File: src/rtl/dma_irq_pkg.sv
package dma_irq_pkg;

  localparam int unsigned NUM_CAUSE = 12;

  // Status bit positions, decoded by software
  localparam int unsigned B_BAD_ACC   = 0;
  localparam int unsigned B_SRC_DONE  = 1;
  localparam int unsigned B_DST_DONE  = 2;
  localparam int unsigned B_BYTE_OVF  = 3;
  localparam int unsigned B_SRC_WRAP  = 4;
  localparam int unsigned B_DST_WRAP  = 5;
  localparam int unsigned B_SRC_FETCH = 6;
  localparam int unsigned B_DST_FETCH = 7;
  localparam int unsigned B_RD_ERR    = 8;
  localparam int unsigned B_WR_ERR    = 9;
  localparam int unsigned B_XFER_DONE = 10;
  localparam int unsigned B_PAUSED    = 11;

  // Word index of each register (byte offset / 4)
  localparam int unsigned WI_STATUS  = 0;
  localparam int unsigned WI_MASK    = 1;
  localparam int unsigned WI_UNMASK  = 2;
  localparam int unsigned WI_MASKSET = 3;
  localparam int unsigned WI_SRC_CNT = 4;
  localparam int unsigned WI_DST_CNT = 5;

  typedef enum logic [2:0] {
    RS_NONE,
    RS_STATUS,
    RS_MASK,
    RS_UNMASK,
    RS_MASKSET,
    RS_SRC_CNT,
    RS_DST_CNT
  } reg_sel_e;

endpackage

File: src/rtl/dma_irq_regdec.sv
module dma_irq_regdec
  import dma_irq_pkg::*;
#(
  parameter int unsigned IDX_W = 6
) (
  input  logic [IDX_W-1:0] word_idx,
  output reg_sel_e         sel
);

  always_comb begin
    case (int'(word_idx))
      WI_STATUS:  sel = RS_STATUS;
      WI_MASK:    sel = RS_MASK;
      WI_UNMASK:  sel = RS_UNMASK;
      WI_MASKSET: sel = RS_MASKSET;
      WI_SRC_CNT: sel = RS_SRC_CNT;
      WI_DST_CNT: sel = RS_DST_CNT;
      default:    sel = RS_NONE;
    endcase
  end

endmodule

File: src/rtl/dma_irq_acct_cnt.sv
module dma_irq_acct_cnt #(
  parameter int unsigned CNT_W = 8
) (
  input  logic             clk,
  input  logic             rst,
  input  logic             incr,
  input  logic             rd_clr,
  output logic [CNT_W-1:0] cnt_q,
  output logic             wrap
);

  logic [CNT_W-1:0] base;

  // A read in this cycle returns cnt_q; the increment lands on the cleared value
  always_comb begin
    base = rd_clr ? '0 : cnt_q;
    wrap = incr && (base == {CNT_W{1'b1}});
  end

  always_ff @(posedge clk) begin
    if (rst) cnt_q <= '0;
    else     cnt_q <= base + CNT_W'(incr);
  end

endmodule

File: src/rtl/dma_irq_status.sv
module dma_irq_status #(
  parameter int unsigned NUM = 12
) (
  input  logic           clk,
  input  logic           rst,
  input  logic [NUM-1:0] w1c,
  input  logic [NUM-1:0] set_vec,
  input  logic [NUM-1:0] unmask,
  input  logic [NUM-1:0] maskset,
  output logic [NUM-1:0] status_q,
  output logic [NUM-1:0] mask_q,
  output logic           irq_q
);

  logic [NUM-1:0] status_n;
  logic [NUM-1:0] mask_n;

  // Events are ORed in after the clear, so they win a same-cycle collision
  always_comb begin
    status_n = (status_q & ~w1c) | set_vec;
    mask_n   = (mask_q & ~unmask) | maskset;
  end

  always_ff @(posedge clk) begin
    if (rst) begin
      status_q <= '0;
      mask_q   <= '1;
      irq_q    <= 1'b0;
    end else begin
      status_q <= status_n;
      mask_q   <= mask_n;
      irq_q    <= |(status_n & ~mask_n);
    end
  end

endmodule

File: src/rtl/dma_irq_ctrl.sv
module dma_irq_ctrl
  import dma_irq_pkg::*;
#(
  parameter int unsigned DATA_W = 32,
  parameter int unsigned ADDR_W = 8,
  parameter int unsigned CNT_W  = 8
) (
  input  logic                 clk,
  input  logic                 rst,
  input  logic                 bus_sel,
  input  logic                 bus_wr,
  input  logic [ADDR_W-1:0]    bus_addr,
  input  logic [DATA_W-1:0]    bus_wdata,
  output logic [DATA_W-1:0]    bus_rdata,
  input  logic [NUM_CAUSE-1:0] ev_flag,
  input  logic                 src_cmpl,
  input  logic                 dst_cmpl
  ,output logic                irq
);

  localparam int unsigned IDX_W  = ADDR_W - 2;
  localparam int unsigned NUM_CH = 2;

  reg_sel_e sel;
  logic     wr_acc;
  logic     rd_acc;

  logic [NUM_CAUSE-1:0] w1c;
  logic [NUM_CAUSE-1:0] unmask;
  logic [NUM_CAUSE-1:0] maskset;
  logic [NUM_CAUSE-1:0] set_vec;
  logic [NUM_CAUSE-1:0] status_q;
  logic [NUM_CAUSE-1:0] mask_q;

  logic [NUM_CH-1:0] cnt_incr;
  logic [NUM_CH-1:0] cnt_clr;
  logic [NUM_CH-1:0] cnt_wrap;
  logic [CNT_W-1:0]  cnt_val [NUM_CH];
  logic [CNT_W-1:0]  src_cnt_q;
  logic [CNT_W-1:0]  dst_cnt_q;

  logic unused_bits;
  assign unused_bits = ^{bus_addr[1:0], bus_wdata[DATA_W-1:NUM_CAUSE]};

  assign wr_acc = bus_sel && bus_wr;
  assign rd_acc = bus_sel && !bus_wr;

  dma_irq_regdec #(.IDX_W(IDX_W)) u_dec (
    .word_idx (bus_addr[ADDR_W-1:2]),
    .sel      (sel)
  );

  assign w1c     = (wr_acc && sel == RS_STATUS)  ? bus_wdata[NUM_CAUSE-1:0] : '0;
  assign unmask  = (wr_acc && sel == RS_UNMASK)  ? bus_wdata[NUM_CAUSE-1:0] : '0;
  assign maskset = (wr_acc && sel == RS_MASKSET) ? bus_wdata[NUM_CAUSE-1:0] : '0;

  // Channel 0 accounts source completions, channel 1 destination completions
  assign cnt_incr = {dst_cmpl, src_cmpl};
  assign cnt_clr  = {rd_acc && sel == RS_DST_CNT, rd_acc && sel == RS_SRC_CNT};

  for (genvar g = 0; g < NUM_CH; g++) begin : g_acct
    dma_irq_acct_cnt #(.CNT_W(CNT_W)) u_cnt (
      .clk    (clk),
      .rst    (rst),
      .incr   (cnt_incr[g]),
      .rd_clr (cnt_clr[g]),
      .cnt_q  (cnt_val[g]),
      .wrap   (cnt_wrap[g])
    );
  end

  assign src_cnt_q = cnt_val[0];
  assign dst_cnt_q = cnt_val[1];

  always_comb begin
    set_vec             = ev_flag;
    set_vec[B_SRC_DONE] = ev_flag[B_SRC_DONE] | src_cmpl;
    set_vec[B_DST_DONE] = ev_flag[B_DST_DONE] | dst_cmpl;
    set_vec[B_SRC_WRAP] = ev_flag[B_SRC_WRAP] | cnt_wrap[0];
    set_vec[B_DST_WRAP] = ev_flag[B_DST_WRAP] | cnt_wrap[1];
    set_vec[B_BAD_ACC]  = ev_flag[B_BAD_ACC]  | (bus_sel && sel == RS_NONE);
  end

  dma_irq_status #(.NUM(NUM_CAUSE)) u_stat (
    .clk      (clk),
    .rst      (rst),
    .w1c      (w1c),
    .set_vec  (set_vec),
    .unmask   (unmask),
    .maskset  (maskset),
    .status_q (status_q),
    .mask_q   (mask_q),
    .irq_q    (irq)
  );

  always_ff @(posedge clk) begin
    if (rst) begin
      bus_rdata <= '0;
    end else if (rd_acc) begin
      case (sel)
        RS_STATUS:  bus_rdata <= DATA_W'(status_q);
        RS_MASK:    bus_rdata <= DATA_W'(mask_q);
        RS_SRC_CNT: bus_rdata <= DATA_W'(src_cnt_q);
        RS_DST_CNT: bus_rdata <= DATA_W'(dst_cnt_q);
        default:    bus_rdata <= '0;
      endcase
    end else begin
      bus_rdata <= '0;
    end
  end

endmodule

File: config.mk
export PLATFORM = sky130hd
export DESIGN_NAME = dma_irq_ctrl
export DESIGN_NICKNAME = d
export VERILOG_FILES = /design/src/rtl/dma_irq_pkg.sv /design/src/rtl/dma_irq_regdec.sv /design/src/rtl/dma_irq_acct_cnt.sv /design/src/rtl/dma_irq_status.sv /design/src/rtl/dma_irq_ctrl.sv
export SDC_FILE = /design/constraint.sdc
export NUM_CORES = 1
export LEC_CHECK = 0
export BUFFER_PORTS_ARGS = -buffer_cell sky130_fd_sc_hd__buf_2
export CORE_MARGIN = 2
export CORE_UTILIZATION = 50
export DETAILED_ROUTE_END_ITERATION = 7
export PLACE_DENSITY = 0.78
export SLEW_MARGIN = 5
export SYNTH_ARGS = -nofsm -noshare
export SYNTH_HDL_FRONTEND = slang
export SYNTH_HIERARCHICAL = 1
export SYNTH_SLANG_ARGS = --single-unit
File: constraint.sdc
create_clock -name clk -period 4 [get_ports clk]
set_input_delay 0.6 -clock clk [delete_from_list [all_inputs] [get_ports clk]]
set_output_delay 0.6 -clock clk [all_outputs]
set_load 0.02 [all_outputs]
==> results.ini, run 1 <==
[outcome]
status=finished clean

[sta]
skew_ns=0.00743
post-route-period-util_pct=81.4
hold_viol_final=0
layout_min_cycle_time_ns=3.26
setup_viol=0
drv_slew=0
worst_slew_pin_slew_ns=0.913
fmax_mhz=307
tns_ns=0
layout_setup_ws_ns=0.744
relSlewSlack_pct=38.9
rsz0062_at_grt=false

[finish]
fin_area_mm2=0.00327
fin_cells=457
area_growth_syn_to_layout_pct=10.9
utilization_pct=58.3
fin_nets=446
diodes=0
drive_above_1_share_pct=25.5

[route]
drc=0
firstDrtPassIters=4
routedWlPerCell_um=13.9
via_per_inst=5.38
wl_um=6350
ant_nets=0
drt_iter0_markers=187
vias=2457

[floorplan]
fp.dieH_um=80.8
core_area_mm2=0.00561
die_x_um=80.8
rows=27
dieArea_mm2=0.00653
io_pins=91
start_util_pct=52.6

[logic_synthesis]
synth.area.top_cells=dfxtp_1, and2_1, buf_4
ys_ff_latch=53
ys_warn_count=6
syn_area_per_cell_um2=8.86
synth_seq_area_share_pct=36.0
yosysTopAreaCell=dfxtp_1
ys_types=53
synth-edff-count=0
synth.cell_area_mm2=0.00295
synth_commonest_cells=dfxtp_1, and2_1, buf_4
syn_inst=333
async_flop_share_pct=0
netlist.area_leader.share_pct=36.0
synth_ff_type=dfxtp_1
yosysMostFrequentCell=dfxtp_1

[cts]
cts_buffers=5
cts_setup_buffers=0
cts.sinks=53
clock_latency_ns=0.30
cts_root_buf=clkbuf_8
clk_pin_slew_ns=0.09
hold_buffers=0
cts_resized=0
clockBufferDepth=2
cts_tree=done
h-tree-depth=2

[global_route]
grt.total_usage_pct=20.9
antenna_found_initial=0
grt_max_degree=42
grt_pass1_wl_um=10600
grt_pass1_vias=2349
grt-ovfl-total=0

[worst_hold_path]
min_path_cells=2
holdCritPathClass=flip-flop to flip-flop

[pwr]
ir_drop_uv=152
power.leakage_uw=0.00137
powerDensity_mw_per_mm2=286

[worst_setup_path]
critical_path_arrival_ns=3.49
start_kind=primary input
worst-setup-path-type=primary input to flip-flop
required_ns=4.23
reg2regPathDepth=7
end_kind=flip-flop
critPathMaxFanout=10

[placement]
dpl_cell_area_mm2=0.00319
dp.cells=449
place_hpwl_um=4740
place_congestion=0.844
dp_slack_ns=0.438
io_buffers=48

[job]
cap_violations=0

## placed cells by master (no fill, tap or decap), drive strengths merged, types with 2 or more instances in the layout
cell	n
buf	57
nand4b	4
a211o	6
xnor2	4
nand2	6
nor4b	2
xor2	2
a21oi	15
nand3	20
nor2b	16
nor2	10
clkbuf	8
a221oi	6
a31oi	8
inv	22
or3	6
clkinv	2
ha	4
nor3b	5
or2	5
a21o	6
a22oi	14
nand2b	15
dfxtp	53
conb	20
a21boi	4
a2111oi	2
nor3	4
and2	36
and2b	8
o21ai	5
## worst max-delay path, stage by stage
cell and delay (ns):
buf_2 0.10, or3_4 0.39, a211oi_2 0.30, buf_4 0.19, and2b_1 0.31, nor3b_1 0.20, buf_4 0.16, and2b_2 0.20
ha_1 0.20, ha_1 0.21, nand4b_1 0.16, or3_1 0.34, a21boi_1 0.13
## final cells by class
class | instances | area [µm²]
sequential | 53 | 1060
inverter | 24 | 90.1
clock buffer | 8 | 80.1
fill | 533 | 2340
timing repair buffer | 57 | 308
multi-input combinational | 243 | 1640
tap | 72 | 90.1
## where the power goes
part	switching [µW]	total, µW	internal [µW]
Combinational	59.2	98.1	38.9
Sequential	9.56	550	540
Clock	162	287	125
Total	230	935	704
## kinds of logic after synthesis
kind of cell,synth area share (%)
AND/OR/NAND/NOR,31.8
AO/OA/AOI/OAI,17.5
buffers and inverters,10.8
flip-flops,36.0
XOR/XNOR,1.78
adder cells (fa/ha/maj),1.70
other,0.127
multiplexers,0.382
## through the flow
stage                     power [µW]  hold slack [ns]
after floorplan                  638            0.452
after global placement           657            0.471
after detailed placement         660            0.484
after CTS                        939            0.506
after global routing             981            0.530
final                            935            0.507
## sequential cells by signal (all words and copies together), names as in the netlist
register and cells:
g_acct.u_cnt/cnt_q 16, bus_rdata 12, u_stat/mask_q 12, u_stat/status_q 12, u_stat/irq_q 1
## path summary, 6_finish.rpt
| kind | from | endpoint | slack (ns) |
|---|---|---|---|
| worst max-delay path | bus_addr[7] | g_acct[1].u_cnt/cnt_q[6] | 0.74 |
| worst min-delay path | u_stat/mask_q[5] | u_stat/mask_q[5] | 0.51 |
| worst max register to register | g_acct[0].u_cnt/cnt_q[6] | u_stat/irq_q | 2.18 |
| worst min register to register | u_stat/mask_q[5] | u_stat/mask_q[5] | 0.51 |
## metal layers
layer | global-route usage, % | part of all wire [%] | up-vias
li1 | - | - | 1213
met1 | 27.5 | 45 | 1156
met2 | 34.6 | 48 | 84
met3 | 4.22 | 5.8 | 4
met4 | 6.27 | 0.90 | 0
met5 | 0 | 0 | -
(Power assumes the default switching activity.)
==> run 2: changes to the inputs <==
==> constraint.sdc (replaced) <==
create_clock -name clk -period 3.1 [get_ports clk]
set_input_delay 0.465 -clock clk [delete_from_list [all_inputs] [get_ports clk]]
set_output_delay 0.465 -clock clk [all_outputs]
set_load 0.02 [all_outputs]
==> results.ini, run 2 (same netlist as run 1, synthesis figures left out) <==
[global_route]
grt_max_degree=25  ; was 42
antenna_found_initial=0  ; unchanged
grt.total_usage_pct=21.4  ; was 20.9%
grt_pass1_vias=2367  ; was 2,349
grt-ovfl-total=0  ; unchanged
grt_pass1_wl_um=10900  ; was 10,600 µm

[placement]
io_buffers=48  ; unchanged
place_congestion=0.892  ; was 0.844
place_hpwl_um=5000  ; was 4740 µm

[pwr]
pwr-share-comb_pct=10.9  ; was 10.5%
powerDensity_mw_per_mm2=367  ; was 286 mW/mm²
clkPwrFrac_pct=31.8  ; was 30.7%
netSwitchingPower_uw=309  ; was 230 µW
internal_power_uw=929  ; was 704 µW
power.leakage_uw=0.00143  ; was 0.00137 µW
swShare_pct=24.9  ; was 24.7%
power_uw=1240  ; was 935 µW
ir_drop_uv=191  ; was 152 µV
pwr-share-seq_pct=57.3  ; was 58.8%

[sta]
fmax_mhz=371
worst_slew_pin_slew_ns=0.513  ; was 0.913 ns
rsz0062_at_grt=false  ; unchanged
tns_ns=0  ; unchanged
drv_slew=0  ; unchanged
hold_viol_final=0  ; unchanged
layout_min_cycle_time_ns=2.70
setup_viol=0  ; unchanged
post-route-period-util_pct=87.0
relSlewSlack_pct=65.7  ; was 38.9%
skew_ns=0.00942  ; was 0.00743 ns

[route]
drc=0  ; unchanged
drt_iter0_markers=147  ; was 187
vias=2528  ; was 2,457
ant_nets=0  ; unchanged
firstDrtPassIters=5  ; was 4
routedWlPerCell_um=14.3  ; was 13.9 µm
wl_um=6650  ; was 6350 µm
via_per_inst=5.45  ; was 5.38

[worst_setup_path]
end_kind=flip-flop  ; unchanged
critical_path_arrival_ns=2.86  ; was 3.49 ns
critPathMaxFanout=5  ; was 10
required_ns=3.27  ; was 4.23 ns
start_kind=primary input  ; unchanged
worst-setup-path-type=primary input to flip-flop  ; unchanged
ff2ff_setup_slack_ns=1.31  ; was 2.18 ns

[finish]
diodes=0  ; unchanged
fin_nets=454  ; was 446
largest_reg_flops=16  ; unchanged
final_common_cell=dfxtp_1  ; unchanged
mostFrequentLayoutCells=dfxtp_1, buf_2, and2_1  ; unchanged
area_growth_syn_to_layout_pct=14.3  ; was 10.9%
drive_above_1_share_pct=27.8  ; was 25.5%
regMostFlops=g_acct.u_cnt/cnt_q  ; unchanged

[floorplan]
core_area_mm2=0.00561  ; unchanged
rows=27  ; unchanged
dieArea_mm2=0.00653  ; unchanged
fp.dieH_um=80.8  ; unchanged
io_pins=91  ; unchanged
start_util_pct=52.6  ; unchanged
die_x_um=80.8  ; unchanged

[cts]
hold_buffers=0  ; unchanged
cts_resized=0  ; unchanged
h-tree-depth=2  ; unchanged
clockBufferDepth=2  ; unchanged
cts_buffers=5  ; unchanged
clock_latency_ns=0.30  ; about the same
cts.sinks=53  ; unchanged
cts_setup_buffers=0  ; unchanged
cts_tree=done  ; unchanged
clk_pin_slew_ns=0.09  ; about the same
cts_root_buf=clkbuf_8  ; unchanged

[outcome]
status=finished clean  ; unchanged

[worst_hold_path]
holdCritPathClass=primary input to flip-flop  ; was flip-flop to flip-flop

[job]
cap_violations=0  ; unchanged

==> run 2: cell count changes in the layout (fill, tap and decap cells not counted) <==
cell	delta
clkbuf_8	+1
a211oi_2	-1
nor3b_2	+1
buf_12	+1
a211oi_4	+1
buf_4	+7
nor3b_1	-2
clkbuf_1	-2
nor3b_4	+1
==> run 2: area by class of cell <==
type / instances / area, µm²
clock buffers: 7 / 86.3
fillers: 528 / 2230
inverters: 24 / 90.1
multi-input cells: 243 / 1670
flip-flops and latches: 53 / 1060
well taps: 72 / 90.1
repair buffers: 65 / 380
==> run 2: power groups by stage <==
stage               Clock (µW)  Combinational (µW)  Sequential [µW]
floorplan                    0                 101              722
global placement             0                 130              725
detailed placement           0                 133              726
CTS                        402                 133              710
global route               433                 148              712
finish                     394                 135              710
==> run 2: routing by layer <==
layer | up-vias | part of all wire [%] | global-route usage [%]
met5 | - | 0 | 0
met4 | 0 | 1.1 | 5.76
met3 | 8 | 6.7 | 3.11
met2 | 113 | 48 | 36.1
met1 | 1177 | 44 | 28.7
li1 | 1230 | - | -
==> run 2: critical path: stages <==
cell,delay [ns]
buf_2,0.10
or3_4,0.40
a21oi_1,0.16
nand2_1,0.16
nor3b_4,0.26
nand4b_4,0.19
and4bb_2,0.23
or2_2,0.32
inv_2,0.08
a221oi_2,0.06
a2111oi_2,0.28
a41oi_1,0.15
==> run 2: worst paths after layout <==
kind | to | start | cells after the start
max | u_stat/irq_q | bus_addr[7] | 12
min reg2reg | bus_rdata[11] | u_stat/status_q[11] | 2
min | u_stat/status_q[8] | ev_flag[8] | 3
max reg2reg | u_stat/irq_q | g_acct[0].u_cnt/cnt_q[6] | 7
==> run 2: through the flow <==
step	hold WS (ns)	worst slack (ns)	std cells	area [µm²]	utilization (%)
floorplan	0.452	0.0185	352	3050	-
global placement	0.472	0.157	457	3290	58.6
detailed placement	0.485	0.0639	457	3290	58.6
CTS	0.392	0.391	464	3370	60.2
global route	0.397	0.200	464	3370	60.2
finish	0.397	0.402	464	3370	60.2
